File: src/rtl/mpic_pkg.sv
package mpic_pkg;

    localparam int LINE_W    = 16;
    localparam int NUM_W     = 4;
    localparam int FIELD_W   = 4;
    localparam int FIELDS_PR = 8;
    localparam int INST_LSB  = 12;

    typedef logic [LINE_W-1:0] linevec_t;
    typedef logic [NUM_W-1:0]  linenum_t;

    typedef enum logic [2:0] {
        OFS_GROUP = 3'd0,
        OFS_PEND  = 3'd1,
        OFS_MASK  = 3'd2,
        OFS_CLEAR = 3'd3,
        OFS_CTRL  = 3'd4,
        OFS_ROUTA = 3'd5,
        OFS_ROUTB = 3'd6
    } regsel_t;

    typedef struct packed {
        logic     group_we;
        logic     mask_we;
        logic     clear_we;
        linevec_t data;
    } inst_wr_t;

    function automatic linenum_t top_line(linevec_t v);
        linenum_t n;
        n = '0;
        for (int b = 1; b < LINE_W; b++) begin
            if (v[b]) n = linenum_t'(b);
        end
        return n;
    endfunction

    function automatic linenum_t arbitrate(linevec_t pend, linevec_t mask, linevec_t group);
        linevec_t live;
        linevec_t hi;
        live = pend & mask & ~linevec_t'(1);
        hi   = live & group;
        return (hi != '0) ? top_line(hi) : top_line(live);
    endfunction

    function automatic linevec_t line_onehot(linenum_t n);
        linevec_t v;
        v = '0;
        if (n != '0) v[n] = 1'b1;
        return v;
    endfunction

endpackage

File: src/rtl/mpic_inst.sv
module mpic_inst
    import mpic_pkg::*;
(
    input  logic     clk,
    input  logic     rst,
    input  inst_wr_t wr,
    input  linevec_t irq_in,
    input  linevec_t ack_clr,
    output linevec_t pend_q,
    output linevec_t mask_q,
    output linevec_t group_q,
    output linenum_t irl
);

    linevec_t sw_clr;
    linevec_t new_evt;

    assign sw_clr  = wr.clear_we ? wr.data : '0;
    assign new_evt = irq_in & ~linevec_t'(1);

    always_ff @(posedge clk) begin
        if (rst) begin
            pend_q  <= '0;
            mask_q  <= '0;
            group_q <= '0;
        end else begin
            if (wr.group_we) group_q <= wr.data & ~linevec_t'(1);
            if (wr.mask_we)  mask_q  <= wr.data & ~linevec_t'(1);
            pend_q <= (pend_q & ~ack_clr & ~sw_clr) | new_evt;
        end
    end

    assign irl = arbitrate(pend_q, mask_q, group_q);

endmodule

File: src/rtl/mpic_route_regs.sv
module mpic_route_regs
    import mpic_pkg::*;
#(
    parameter int NINST = 4,
    parameter int NCPU  = 4,
    parameter int IW    = 2
) (
    input  logic                     clk,
    input  logic                     rst,
    input  logic [1:0]               rout_we,
    input  logic                     ctrl_we,
    input  logic [31:0]              wdata,
    output logic [NCPU-1:0][IW-1:0]  sel_q,
    output logic                     lock_q,
    output logic [1:0][31:0]         rout_rd
);

    always_ff @(posedge clk) begin
        if (rst) begin
            sel_q  <= '0;
            lock_q <= 1'b0;
        end else begin
            if (ctrl_we && wdata[31]) lock_q <= 1'b1;
            for (int c = 0; c < NCPU; c++) begin
                if (rout_we[c / FIELDS_PR] && !lock_q &&
                    int'(wdata[(c % FIELDS_PR)*FIELD_W +: FIELD_W]) < NINST) begin
                    sel_q[c] <= wdata[(c % FIELDS_PR)*FIELD_W +: IW];
                end
            end
        end
    end

    always_comb begin
        rout_rd = '0;
        for (int c = 0; c < NCPU; c++) begin
            rout_rd[c / FIELDS_PR][(c % FIELDS_PR)*FIELD_W +: FIELD_W] = FIELD_W'(sel_q[c]);
        end
    end

endmodule

File: src/rtl/mpic_apb_dec.sv
module mpic_apb_dec
    import mpic_pkg::*;
#(
    parameter int NINST  = 4,
    parameter int IW     = 2,
    parameter int ADDR_W = 14
) (
    input  logic                    psel,
    input  logic                    penable,
    input  logic                    pwrite,
    input  logic [ADDR_W-1:0]       paddr,
    input  logic [31:0]             pwdata,
    input  linevec_t [NINST-1:0]    pend,
    input  linevec_t [NINST-1:0]    mask,
    input  linevec_t [NINST-1:0]    group,
    input  logic                    lock,
    input  logic [1:0][31:0]        rout_rd,
    output inst_wr_t [NINST-1:0]    inst_wr,
    output logic [1:0]              rout_we,
    output logic                    ctrl_we,
    output logic [31:0]             prdata
);

    logic [IW-1:0] idx;
    logic          mapped;
    logic          hit;
    logic          wr;
    regsel_t       ofs;

    assign idx    = paddr[INST_LSB +: IW];
    assign mapped = (paddr[INST_LSB-1:5] == '0) && (paddr[1:0] == 2'b00) && (int'(idx) < NINST);
    assign hit    = psel && mapped;
    assign wr     = hit && penable && pwrite;
    assign ofs    = regsel_t'(paddr[4:2]);

    always_comb begin
        inst_wr = '0;
        rout_we = '0;
        ctrl_we = 1'b0;
        prdata  = '0;
        for (int i = 0; i < NINST; i++) inst_wr[i].data = pwdata[LINE_W-1:0];
        if (hit) begin
            case (ofs)
                OFS_GROUP: begin
                    prdata = {16'b0, group[idx]};
                    inst_wr[idx].group_we = wr;
                end
                OFS_PEND:  prdata = {16'b0, pend[idx]};
                OFS_MASK: begin
                    prdata = {16'b0, mask[idx]};
                    inst_wr[idx].mask_we = wr;
                end
                OFS_CLEAR: inst_wr[idx].clear_we = wr;
                OFS_CTRL: begin
                    prdata = {lock, 27'b0, 4'(NINST - 1)};
                    ctrl_we = wr;
                end
                OFS_ROUTA: begin
                    prdata = rout_rd[0];
                    rout_we[0] = wr;
                end
                OFS_ROUTB: begin
                    prdata = rout_rd[1];
                    rout_we[1] = wr;
                end
                default: prdata = '0;
            endcase
        end
    end

endmodule

File: src/rtl/mpic_ack_route.sv
module mpic_ack_route
    import mpic_pkg::*;
#(
    parameter int NINST = 4,
    parameter int NCPU  = 4,
    parameter int IW    = 2
) (
    input  logic [NCPU-1:0][IW-1:0]  sel,
    input  logic [NCPU-1:0]          ack,
    input  logic [NCPU*NUM_W-1:0]    ack_num,
    input  linenum_t [NINST-1:0]     inst_irl,
    output linevec_t [NINST-1:0]     ack_clr,
    output logic [NCPU*NUM_W-1:0]    cpu_irl
);

    always_comb begin
        ack_clr = '0;
        for (int c = 0; c < NCPU; c++) begin
            if (ack[c]) begin
                ack_clr[sel[c]] = ack_clr[sel[c]] | line_onehot(ack_num[c*NUM_W +: NUM_W]);
            end
        end
    end

    always_comb begin
        for (int c = 0; c < NCPU; c++) begin
            cpu_irl[c*NUM_W +: NUM_W] = inst_irl[sel[c]];
        end
    end

endmodule

File: src/rtl/mpic_top.sv
module mpic_top
    import mpic_pkg::*;
#(
    parameter int NINST  = 4,
    parameter int NCPU   = 4,
    parameter int ADDR_W = INST_LSB + $clog2(NINST)
) (
    input  logic                   clk,
    input  logic                   rst,
    input  logic                   psel,
    input  logic                   penable,
    input  logic                   pwrite,
    input  logic [ADDR_W-1:0]      paddr,
    input  logic [31:0]            pwdata,
    output logic [31:0]            prdata,
    input  logic [LINE_W-1:0]      irq_in,
    input  logic [NCPU-1:0]        cpu_ack,
    input  logic [NCPU*NUM_W-1:0]  cpu_ack_num,
    output logic [NCPU*NUM_W-1:0]  cpu_irl
);

    localparam int IW = $clog2(NINST);

    inst_wr_t [NINST-1:0]    inst_wr;
    linevec_t [NINST-1:0]    pend_all;
    linevec_t [NINST-1:0]    mask_all;
    linevec_t [NINST-1:0]    group_all;
    linevec_t [NINST-1:0]    ack_clr;
    linenum_t [NINST-1:0]    inst_irl;
    logic [NCPU-1:0][IW-1:0] sel_q;
    logic                    lock_q;
    logic [1:0][31:0]        rout_rd;
    logic [1:0]              rout_we;
    logic                    ctrl_we;

    mpic_apb_dec #(.NINST(NINST), .IW(IW), .ADDR_W(ADDR_W)) u_dec (
        .psel(psel), .penable(penable), .pwrite(pwrite), .paddr(paddr), .pwdata(pwdata),
        .pend(pend_all), .mask(mask_all), .group(group_all), .lock(lock_q), .rout_rd(rout_rd),
        .inst_wr(inst_wr), .rout_we(rout_we), .ctrl_we(ctrl_we), .prdata(prdata)
    );

    mpic_route_regs #(.NINST(NINST), .NCPU(NCPU), .IW(IW)) u_route (
        .clk(clk), .rst(rst), .rout_we(rout_we), .ctrl_we(ctrl_we), .wdata(pwdata),
        .sel_q(sel_q), .lock_q(lock_q), .rout_rd(rout_rd)
    );

    for (genvar i = 0; i < NINST; i++) begin : g_inst
        mpic_inst u_inst (
            .clk(clk), .rst(rst), .wr(inst_wr[i]), .irq_in(irq_in), .ack_clr(ack_clr[i]),
            .pend_q(pend_all[i]), .mask_q(mask_all[i]), .group_q(group_all[i]), .irl(inst_irl[i])
        );
    end

    mpic_ack_route #(.NINST(NINST), .NCPU(NCPU), .IW(IW)) u_ackr (
        .sel(sel_q), .ack(cpu_ack), .ack_num(cpu_ack_num), .inst_irl(inst_irl),
        .ack_clr(ack_clr), .cpu_irl(cpu_irl)
    );

endmodule

File: config.mk
export PLATFORM = sky130hd
export DESIGN_NAME = mpic_top
export DESIGN_NICKNAME = d
export VERILOG_FILES = /design/src/rtl/mpic_pkg.sv /design/src/rtl/mpic_inst.sv /design/src/rtl/mpic_route_regs.sv /design/src/rtl/mpic_apb_dec.sv /design/src/rtl/mpic_ack_route.sv /design/src/rtl/mpic_top.sv
export SDC_FILE = /design/constraint.sdc
export NUM_CORES = 1
export LEC_CHECK = 0
export ABC_AREA = 1
export CAP_MARGIN = 20
export CORE_ASPECT_RATIO = 2
export CORE_UTILIZATION = 46
export CTS_CLUSTER_SIZE = 12
export DETAILED_ROUTE_END_ITERATION = 12
export PLACE_DENSITY_LB_ADDON = 0.12
export SYNTH_ARGS = -nofsm -noshare
export SYNTH_HDL_FRONTEND = slang
export SYNTH_SLANG_ARGS = --single-unit
File: constraint.sdc
create_clock -name clk -period 7.9 [get_ports clk]
set_input_delay 1.975 -clock clk [delete_from_list [all_inputs] [get_ports clk]]
set_output_delay 1.975 -clock clk [all_outputs]
set_load 0.01 [all_outputs]
==> flow_summary.toml <==
[final_layout]
drive_gt1_share_pct = 6.28
num-nets-final = 2799
syn_to_final_growth_pct = 12.7
fill_cells = 3473
stdcell_area_mm2 = 0.0173

[logic_synthesis]
yosys_warnings = 0
synth_flop_cell = "dfxtp_1"
synthMuxAreaShare_pct = 0
yosysSeqAreaShare_pct = 25.2
yosys.area.top_type_share_pct = 25.2
synth_area_mm2 = 0.0153
synth_seq_cells = 193
synth_compound_gate_area_share_pct = 21.5
synth_area_leaders = "dfxtp_1, nand2_1, nand3_1"
synth_top_family_by_area = "simple AND/OR/NAND/NOR gates"
synth_most_common_cell = "nand2_1"
synth_edf_count = 0
synthCells = 2670
synth_simple_gate_area_share_pct = 41.7
synth_top_area_cell = "dfxtp_1"
synth_fa_ha_area_share_pct = 0
ys_async_sr_fraction_pct = 0
yosys.area_share.xor_xnor_pct = 0
syn_area_per_cell_um2 = 5.75
synth_common_cells = "nand2_1, nand3_1, nor2_1"
post_synth_num_cell_types = 44

[setup_path]
cp.arrival_ns = 5.04
r2r-start = "u_route.rout_rd[4]"
rr_worst_depth = 18
crit_path_end_kind = "output port"
worstReg2RegEnd = "g_inst[0].u_inst.pend_q[2]"
path_class = "in -> out"
critPathMaxFanout = 12
cp.required_ns = 5.93
r2r_slack_ns = 4.08
start_kind = "input port"

[clocking]
clockRootBuffer = "clkbuf_16"
h-tree-depth = 4
cts_setup_buffers = 0
numCtsBuffers = 17
holdBufCountCts = 0
cts_buffer_depth = 2
clkSinkCount = 193
post_cts_resize_count = 0
clk_latency_ns = 0.47
cts_tree = "yes"
clk_pin_slew_ns = 0.07

[pwr]
leakage_uw = 0.00775
ir_worst_vdd_v = 0.000159
p_per_area_mw_per_mm2 = 128

[place]
place_congestion = 1.12
hpwl_mm = 61.9
io_buffers = 103
dpl-instance-area_mm2 = 0.0167

[floorplan]
rows = 94
dieWidth_um = 131
start_util_pct = 46.8
die-area_mm2 = 0.0341
io_pins = 135
die_h_um = 260
core_area_mm2 = 0.0328

[route]
vias = 19410
drc = 0
firstDrtPassIters = 8
ant_nets = 0
vias_per_cell = 6.14
drt_iter0_drc = 1799
wire_per_inst_um = 24.6
drt_wl_total_mm = 77.7

[worst_hold_path]
min_from = "g_inst[3].u_inst.pend_q[0]"
min-delay-path-class = "reg -> reg"
min_to = "g_inst[3].u_inst.pend_q[0]"
holdPathStages = 2

[timing]
setup-violations-final = 0
fin_worst_skew_ns = 0.0137
fin_setup_tns_ns = 0
tightest_slew_ns = 1.13
slew-limit-headroom_pct = 24.7
hold_viol_final = 0
period_needed_ns = 7.01
rsz0062_at_grt = "false"
drv_slew = 0
fin_crit_sh_pct = 88.8
max_freq_mhz = 143

[global_routing]
grt_max_degree = 104
antenna_found_initial = 4
grt.total_usage_pct = 45.3
grt_pass1_wl_mm = 114
gr-total-overflow = 0
grt_pass1_vias = 18723

[status]
status = "completed"

[run]
drv_cap = 0
placed cells by master (no fill, tap or decap), drive strengths merged, types with 3 or more instances in the layout:
| master | instances |
|---|---|
| clkinvlp | 3 |
| nor2 | 348 |
| o21ai | 70 |
| a211oi | 125 |
| a21o | 4 |
| a311oi | 3 |
| buf | 38 |
| a31oi | 11 |
| a22o | 7 |
| o211ai | 55 |
| nand2 | 792 |
| inv | 315 |
| nor3 | 11 |
| diode | 4 |
| dfxtp | 193 |
| clkbuf | 22 |
| clkdlybuf4s50 | 102 |
| o2bb2ai | 7 |
| o22ai | 42 |
| clkinv | 4 |
| o31a | 6 |
| nand3 | 367 |
| a22oi | 34 |
| o31ai | 5 |
| a221oi | 12 |
| nand4 | 11 |
| conb | 15 |
| a221o | 8 |
| a21oi | 100 |
critical path, cell delays in order:
cell and delay [ns]:
clkdlybuf4s50_1 0.53, inv_1 0.08, nor3_1 0.39, inv_1 0.09, buf_4 0.23, nor2_1 0.60
o21ai_0 0.25, nand3_1 0.28, clkdlybuf4s50_1 0.59
metrics by stage:
| step | utilization, % | hold WS, ns | std cells | total power [uW] | setup slack [ns] |
|---|---|---|---|---|---|
| after floorplan | - | 0.422 | 2684 | 1220 | 2.60 |
| after global placement | 50.8 | 0.436 | 3122 | 1340 | 1.12 |
| after detailed placement | 50.8 | 0.439 | 3123 | 1340 | 1.09 |
| after CTS | 52.5 | 0.451 | 3154 | 2190 | 1.09 |
| after global routing | 52.7 | 0.462 | 3160 | 2270 | 0.867 |
| final | 52.7 | 0.451 | 3160 | 2210 | 0.888 |
power by group:
group,switching (uW),internal [uW]
clock,421,456
sequential,30.8,995
combinational,211,96.8
total,663,1550
per-layer routing:
metal / global-route usage, % / up-vias / share of wire (%)
met1: 43.0 / 8736 / 32
li1: - / 8972 / -
met2: 79.5 / 1249 / 48
met3: 7.05 / 453 / 7.0
met4: 50.7 / 0 / 13
met5: 0 / - / 0
how the worst max path moves through the flow:
stage | to | from | slack (ns)
after CTS | prdata[11] | paddr[2] | 1.09
after floorplan | prdata[12] | paddr[8] | 2.60
after global placement | prdata[6] | paddr[8] | 1.12
after detailed placement | prdata[6] | paddr[8] | 1.09
after global routing | prdata[11] | paddr[2] | 0.87
final | prdata[11] | paddr[2] | 0.89
sequential cells by signal, indices dropped and copies added, names as in the netlist:
register / cells
g_inst.u_inst.group_q: 60
g_inst.u_inst.mask_q: 60
g_inst.u_inst.pend_q: 64
u_route.lock_q: 1
u_route.rout_rd: 8
logic make-up (layout without fill, tap and decap cells):
kind of cell           after synthesis  in the layout
AND/OR/NAND/NOR                   1535           1535
AO/OA/AOI/OAI                      496            496
buffers and inverters              445            485
flip-flops                         193            193
other                                1             19
final cells by class:
| cell class | count | area (um2) | share of cell area, % |
|---|---|---|---|
| Timing Repair Buffer | 140 | 1340 | 7.72 |
| Tap cell | 432 | 541 | 3.13 |
| Antenna cell | 4 | 10.0 | 0.0579 |
| Clock buffer | 22 | 464 | 2.69 |
| Clock inverter | 9 | 98.8 | 0.572 |
| Sequential cell | 193 | 3860 | 22.4 |
| Inverter | 314 | 1180 | 6.82 |
| Multi-Input combinational cell | 2046 | 9800 | 56.7 |
Note: power is estimated with default switching activity, not from simulation.
